File: config.mk
export PLATFORM = sky130hd
export DESIGN_NAME = mag_chain
export DESIGN_NICKNAME = d
export VERILOG_FILES = /design/src/rtl/mag_cmp_pkg.sv /design/src/rtl/cmp_pair_prio.sv /design/src/rtl/cmp_tie_resolve.sv /design/src/rtl/mag_slice.sv /design/src/rtl/mag_chain.sv
export SDC_FILE = /design/constraint.sdc
export NUM_CORES = 1
export LEC_CHECK = 0
export BUFFER_PORTS_ARGS = -buffer_cell sky130_fd_sc_hd__buf_2
export CAP_MARGIN = 20
export CELL_PAD_IN_SITES_DETAIL_PLACEMENT = 0
export CELL_PAD_IN_SITES_GLOBAL_PLACEMENT = 1
export CORE_MARGIN = 3
export CORE_UTILIZATION = 31
export DETAILED_ROUTE_END_ITERATION = 8
export GPL_ROUTABILITY_DRIVEN = 0
export PLACE_DENSITY_LB_ADDON = 0.05
export SYNTH_ARGS = -nofsm -noshare
export SYNTH_HDL_FRONTEND = slang
export SYNTH_SLANG_ARGS = --single-unit
File: constraint.sdc
create_clock -name vclk -period 2.1
set_clock_uncertainty 0.2 [all_clocks]
set_input_delay 0.315 -clock vclk [all_inputs]
set_output_delay 0.315 -clock vclk [all_outputs]
set_load 0.02 [all_outputs]
File: src/rtl/mag_cmp_pkg.sv
package mag_cmp_pkg;

   localparam int unsigned SLICE_W = 4;

   typedef struct packed {
      logic gt;
      logic eq;
      logic lt;
   } cmp_res_t;

   localparam cmp_res_t CHAIN_SEED = cmp_res_t'{gt: 1'b0, eq: 1'b1, lt: 1'b0};

endpackage

File: src/rtl/cmp_pair_prio.sv
module cmp_pair_prio #(
   parameter int unsigned W = 4
) (
   input  logic [W-1:0] a,
   input  logic [W-1:0] b,
   output logic         a_wins,
   output logic         b_wins,
   output logic         full_tie
);
   if (W < 1) begin : g_bad_w
      $error("cmp_pair_prio: W must be at least 1");
   end

   logic [W:0]   eq_above;
   logic [W-1:0] win_a;
   logic [W-1:0] win_b;

   assign eq_above[W] = 1'b1;

   for (genvar i = W - 1; i >= 0; i--) begin : g_pair
      assign eq_above[i] = eq_above[i+1] & ~(a[i] ^ b[i]);
      assign win_a[i]    = eq_above[i+1] &  a[i] & ~b[i];
      assign win_b[i]    = eq_above[i+1] & ~a[i] &  b[i];
   end

   assign a_wins   = |win_a;
   assign b_wins   = |win_b;
   assign full_tie = eq_above[0];

   always_comb begin
      a_r1_prio_exclusive: assert ($countones({a_wins, b_wins, full_tie}) == 1)
         else $error("priority outcomes not exclusive");
   end
endmodule

File: src/rtl/cmp_tie_resolve.sv
module cmp_tie_resolve
   import mag_cmp_pkg::*;
(
   input  cmp_res_t exp_in,
   output cmp_res_t tie_res
);
   always_comb begin
      if (exp_in.eq) begin
         tie_res = cmp_res_t'{gt: 1'b0, eq: 1'b1, lt: 1'b0};
      end else begin
         tie_res.gt = ~exp_in.lt;
         tie_res.eq = 1'b0;
         tie_res.lt = ~exp_in.gt;
      end
   end

   always_comb begin
      if (!exp_in.eq && (exp_in.gt ^ exp_in.lt))
         a_r3_single_passes: assert (tie_res == exp_in)
            else $error("single expansion flag not passed through");
      if (!exp_in.eq && exp_in.gt && exp_in.lt)
         a_r4_both_high_null: assert (tie_res == 3'b000)
            else $error("both expansion flags should give all zero");
   end
endmodule

File: src/rtl/mag_slice.sv
module mag_slice
   import mag_cmp_pkg::*;
#(
   parameter int unsigned W = SLICE_W
) (
   input  logic [W-1:0] a,
   input  logic [W-1:0] b,
   input  cmp_res_t     exp_in,
   output cmp_res_t     res
);
   logic     a_wins, b_wins, full_tie;
   cmp_res_t tie_res;

   cmp_pair_prio #(.W(W)) u_prio (
      .a        (a),
      .b        (b),
      .a_wins   (a_wins),
      .b_wins   (b_wins),
      .full_tie (full_tie)
   );

   cmp_tie_resolve u_tie (
      .exp_in  (exp_in),
      .tie_res (tie_res)
   );

   always_comb begin
      if (a_wins)      res = cmp_res_t'{gt: 1'b1, eq: 1'b0, lt: 1'b0};
      else if (b_wins) res = cmp_res_t'{gt: 1'b0, eq: 1'b0, lt: 1'b1};
      else             res = tie_res;
   end

   always_comb begin
      if (a != b)
         a_r1_first_diff: assert (res.gt == (a > b) && res.lt == (a < b) && !res.eq)
            else $error("unequal operands misjudged");
      if (a == b && exp_in.eq)
         a_r2_tie_eq: assert (res == 3'b010)
            else $error("tie with equal expansion not equal");
      if (a == b && exp_in == 3'b000)
         a_r5_all_low: assert (res == 3'b101)
            else $error("all-low expansion should give gt and lt");
   end
endmodule

File: src/rtl/mag_chain.sv
module mag_chain
   import mag_cmp_pkg::*;
#(
   parameter int unsigned SLICES = 3,
   localparam int unsigned WIDTH = SLICES * SLICE_W
) (
   input  logic [WIDTH-1:0] a_word,
   input  logic [WIDTH-1:0] b_word,
   output logic             a_gt,
   output logic             a_eq,
   output logic             a_lt
);
   if (SLICES < 1) begin : g_bad_slices
      $error("mag_chain: SLICES must be at least 1");
   end

   cmp_res_t link [SLICES+1];

   assign link[0] = CHAIN_SEED;

   for (genvar k = 0; k < SLICES; k++) begin : g_slice
      mag_slice #(.W(SLICE_W)) u_slice (
         .a      (a_word[k*SLICE_W +: SLICE_W]),
         .b      (b_word[k*SLICE_W +: SLICE_W]),
         .exp_in (link[k]),
         .res    (link[k+1])
      );
   end

   assign a_gt = link[SLICES].gt;
   assign a_eq = link[SLICES].eq;
   assign a_lt = link[SLICES].lt;

   always_comb begin
      a_r7_native_match: assert (a_gt == (a_word > b_word) && a_eq == (a_word == b_word)
                                 && a_lt == (a_word < b_word))
         else $error("chain result differs from unsigned compare");
      a_r6_onehot: assert ($onehot0({a_gt, a_eq, a_lt}) && (a_gt | a_eq | a_lt))
         else $error("chain result not one-hot");
   end
endmodule

==> metrics.txt, run 1 <==
Worst Hold Launch b_word[4]; fin util 59.4%; CLK BUF 0; Final Instance Count excl. Fillers 111; Worst path slowest cell maj3_2; Critical path origin b_word[1]; Worst Path Required 1.58 ns; vias in the first global route 422; Via Count approximately 530; Pwr Density 239 nW/um^2; Max Slew Vio Count 0; hpwl dp ~910 um; Tcrit/Tclk final 99.2%; worst vdd ir 0.0971 mV; total power 0.189 mW; 1st-pass router iterations 4; antenna viol nets, final 0; post-DR vias/cell 4.74; cells after synthesis 63; max cap viols 0; DRT iter0 DRCs 2; Worst setup SP type input port; WS Path Type in2out; slowest cell delay on critical path ~0.30 ns; final non-filler cell area 792 sq um; Hold Buf Count CTS 0; grt ovf 0; post-synth cell types 24; final setup vio count 0; CP arrival 1.57 ns; most common cell after layout, fill and taps aside buf_2; CP bufs+invs 2; min Tclk post-route around 2.1 ns; Post-Route WL 990 um; FFs & Latches 0; Die H roughly 44 um; overall routing resource usage under 10%; pin slew with the least headroom to its limit 0.314 ns; DP Area approximately 670 sq um; max_slew headroom approximately four fifths; final hold vios 0; Fmax achieved between 400 and 500 MHz; fin nets 128; register area 0 sq um; mean post-synth cell area between 7 and 8 sq um; first-pass GRT wire length between 1.5 and 2 mm; cell area after synthesis roughly 450 sq um; crit path cell chain buf_2 -> nor2b_1 -> maj3_2 -> a211o_1 -> nor4_4 -> buf_4; Leak ~0.38 nW; Setup Fix Bufs, Post-CTS 0; die area 1950 sq um; syn_nets slightly above 90; Area growth syn-to-layout 75.3%; I/O pin count 27; most frequent cells in the layout buf_2 (21), inv_1 (13), buf_4 (7); share of post-route cells with drive strength above 1 52.1%; RSZ-0062 raised after global routing yes; Die Width about 44 um; nature of the critical path endpoint output pin; Hold Crit Class in2out; Rows 13; number of fill cells in the layout around 130; core region area 1330 sq um; n_diodes 0; status finished, final reports clean; drt wl/cell 8.92 um; YS warnings 0; Port Buffer Count 27; largest net degree at the start of global routing 5; placed cell count 112; antenna violations before repair 0; Remaining DRCs 0; CP top delay family simple AND/OR/NAND/NOR gates; Max FO, Critical Path 3; Seq/Total Area, Yosys 0%; initial core utilization roughly a third
[path summary, 6_finish.rpt]
path                   end  slack (ns)  depth (start not counted)
worst max-delay path  a_eq        0.02                          6
worst min-delay path  a_lt        0.95                          4
[repair_timing]
item                                    4_1_cts  5_1_grt
gates cloned                                  0        0
pin swaps                                     7        5
resized for setup                            13       10
endpoints found under the setup margin        3        3
[stage by stage]
| step | setup WS, ns | setup TNS [ns] | hold WS [ns] |
|---|---|---|---|
| floorplan | 0.0195 | 0 | 0.754 |
| global placement | -0.139 | -0.390 | 1.01 |
| detailed placement | -0.146 | -0.429 | 1.02 |
| CTS | -0.0494 | -0.0819 | 0.968 |
| global route | -0.0773 | -0.143 | 1.01 |
| finish | 0.0165 | 0 | 0.955 |
[area by class of cell]
type | instances | area, sq um | area share, %
Inverter | 15 | 58.8 | 7.42
Timing Repair Buffer | 33 | 214 | 27.0
Tap cell | 15 | 18.8 | 2.37
Multi-Input combinational cell | 48 | 500 | 63.2
[where the power goes]
group | leakage (nW) | internal, mW | switching, mW
clock network | 0 | 0 | 0
registers | 0 | 0 | 0
logic | 0.380 | 0.100 | 0.0889
total | 0.380 | 0.100 | 0.0889
[logic make-up after synthesis]
family / Yosys count / synth area share (%)
compound gates: 14 / 23.5
simple gates: 19 / 27.4
xor+xnor: 4 / 7.76
buf+inv: 15 / 12.5
fa+ha+maj: 11 / 28.8
[cell usage after synthesis]
cell type	instances	area share (%)
o211ai_1	1	1.7
nor4b_1	2	3.9
nor2b_1	6	8.3
maj3_2	4	10
xor2_1	2	3.9
a21oi_2	1	1.9
maj3_1	1	2.2
ha_1	6	17
a21oi_1	2	2.2
nand2b_1	6	8.3
o21ai_0	1	1.1
a31oi_1	2	2.8
a211oi_2	1	2.8
a211o_1	1	1.9
nand3_1	1	1.1
nand2_1	2	1.7
a21boi_1	1	1.7
o21a_1	2	3.3
o211a_1	1	2.2
o311ai_1	1	1.9
nor4_2	1	2.8
xnor2_1	2	3.9
nand4_1	1	1.4
inv_1	15	12
[per-layer routing]
metal  track usage, %  wire length [um]
met5                0                 0
met4                0                 0
met3                0                60
met2             17.4               485
met1             14.2               445
[tightest hold or removal path, cell delays in order]
cell and delay (ns):
buf_2 0.11, o311ai_4 0.12, o21ai_1 0.15, buf_4 0.15
Power figures use the tool's default switching activity.
==> run 2: changes to the inputs <==
==> constraint.sdc (replaced) <==
create_clock -name vclk -period 2.1
set_clock_uncertainty 0.2 [all_clocks]
set_input_delay 0.21 -clock vclk [all_inputs]
set_output_delay 0.21 -clock vclk [all_outputs]
set_load 0.02 [all_outputs]
==> run 2 against run 1 <==
Compared with the run above: non-clock buffer count is 6 lower; power is 24% lower; largest cell class unchanged; combinational power is 24% lower; via count is 10% lower; sequential cell count stayed put.
==> metrics.txt, run 2 (synthesis results as in run 1) <==
min Tclk post-route 1.99 ns (-0.0894 ns); I/O pin count 27 (unchanged); 1st-pass router iterations 4 (unchanged); die area 1950 sq um (unchanged); Reg power frac 0% (unchanged); max cap viols 0 (unchanged); worst vdd ir 0.0693 mV (-29%); Worst path slowest cell maj3_2; pin slew with the least headroom to its limit 0.452 ns (+0.138 ns); fin nets 122 (-4.7%); Setup Fix Bufs, Post-CTS 0 (unchanged); crit path cell chain buf_2 -> nor2b_1 -> maj3_2 -> a211oi_4 -> nand2_1 -> nor4_2 -> buf_4; nature of the critical path endpoint output pin; Worst setup SP type input port; RSZ-0062 raised after global routing yes; Area growth syn-to-layout 40.4%; cell-internal power 0.0710 mW (-29%); Fmax achieved 501 MHz (+4.5%); slowest cell delay on critical path 0.33 ns (+0.03 ns); FFs & Latches 0 (unchanged); grt ovf 0 (unchanged); Port Buffer Count 27 (unchanged); initial core utilization 33.9% (unchanged); final hold vios 0 (unchanged); Worst Path Required 1.69 ns (+0.11 ns); CP arrival 1.58 ns (about the same); share of post-route cells with drive strength above 1 40.0% (-12 points); most frequent cells in the layout buf_2 (26), inv_1 (15), nor2b_1 (6), nand2b_1 (6), ha_1 (5); WS Path Type in2out; combinational share of power 100.0% (about the same); final non-filler cell area 634 sq um (-20%); Critical path origin a_word[1]; Max FO, Critical Path 3 (unchanged); Die H 44.2 um (unchanged); vias in the first global route 407 (-3.6%); CLK BUF 0 (unchanged); sw power 0.0721 mW (-19%); Via Count 472 (-10%); Remaining DRCs 0 (unchanged); final setup vio count 0 (unchanged); Switching Fraction 50.4% (+3.3 points); status finished, final reports clean; Clk network pwr share 0% (unchanged); register area 0 sq um (unchanged); Rows 13 (unchanged); n_diodes 0 (unchanged); area of the multi-input gates 422 sq um (-16%); number of fill cells in the layout 142 (+11%); drt wl/cell 8.51 um (-4.5%); CP endpoint a_eq; Pwr Density 226 nW/um^2 (-5.4%); antenna viol nets, final 0 (unchanged); Hold Crit Class in2out; first-pass GRT wire length 1.57 mm (-1.3%); Die Width 44.2 um (unchanged); DP Area 606 sq um (-9.2%); Tcrit/Tclk final 95.0% (-4.3 points); max_slew headroom 69.4% (-9.6 points); antenna violations before repair 0 (unchanged); post-DR vias/cell 4.50 (-5.1%); Max Slew Vio Count 0 (unchanged); core region area 1330 sq um (unchanged); overall routing resource usage 9.62% (-0.25 points); Leak 0.331 nW (-13%); DRT iter0 DRCs 7 (+5); Post-Route WL 894 um (-9.7%); most common cell after layout, fill and taps aside buf_2; Hold Path Stages 5 (+1); fin util 47.6% (-12 points); hpwl dp 824 um (-9.2%); largest net degree at the start of global routing 5 (unchanged)
run 2: worst max-delay path, delay by kind of cell:
kind	cells	cell delay (ns)
buf+inv	2	0.29
compound gates	1	0.27
fa+ha+maj	1	0.33
simple gates	3	0.47
run 2: power by group through the flow:
stage          Clock, mW  Sequential [mW]  Combinational [mW]
6_report               0                0               0.143
3_3_place_gp           0                0               0.135
4_1_cts                0                0               0.136
3_5_place_dp           0                0               0.135
5_1_grt                0                0               0.161
2_1_floorplan          0                0              0.0871
run 2: final cells by class:
type / count / area share, %
inverters: 15 / 8.88
multi-input cells: 48 / 66.5
well taps: 15 / 2.96
repair buffers: 27 / 21.7
run 2: repair_timing:
action                                  4_1_cts  5_1_grt
endpoints found under the setup margin        0        2
resized for setup                             0        4
hold buffers                                  0        0
run 2: layer usage:
metal / vias to the layer above / global-route usage, % / wire [um]
met5: - / 0 / 0
met3: 0 / 0.407 / 84
met1: 187 / 14.0 / 413
met2: 18 / 16.6 / 396
li1: 267 / - / -
met4: 0 / 0 / 0
run 2: how the worst min path moves through the flow:
stage	startpoint	end	slack (ns)
finish	b_word[3]	a_eq	0.76
floorplan	b_word[3]	a_eq	0.52
detailed placement	b_word[3]	a_eq	0.77
CTS	b_word[3]	a_eq	0.77
global placement	b_word[3]	a_eq	0.77
global route	b_word[3]	a_eq	0.80
run 2: stage by stage:
step | std cells | hold WS [ns] | worst slack (ns) | total power, mW | setup TNS (ns)
floorplan | 63 | 0.522 | 0.164 | 0.0871 | 0
detailed placement | 105 | 0.772 | 0.0883 | 0.135 | 0
finish | 105 | 0.764 | 0.106 | 0.143 | 0
CTS | 105 | 0.772 | 0.0772 | 0.136 | 0
global route | 105 | 0.801 | -0.0300 | 0.161 | -0.0300
global placement | 105 | 0.765 | 0.0983 | 0.135 | 0
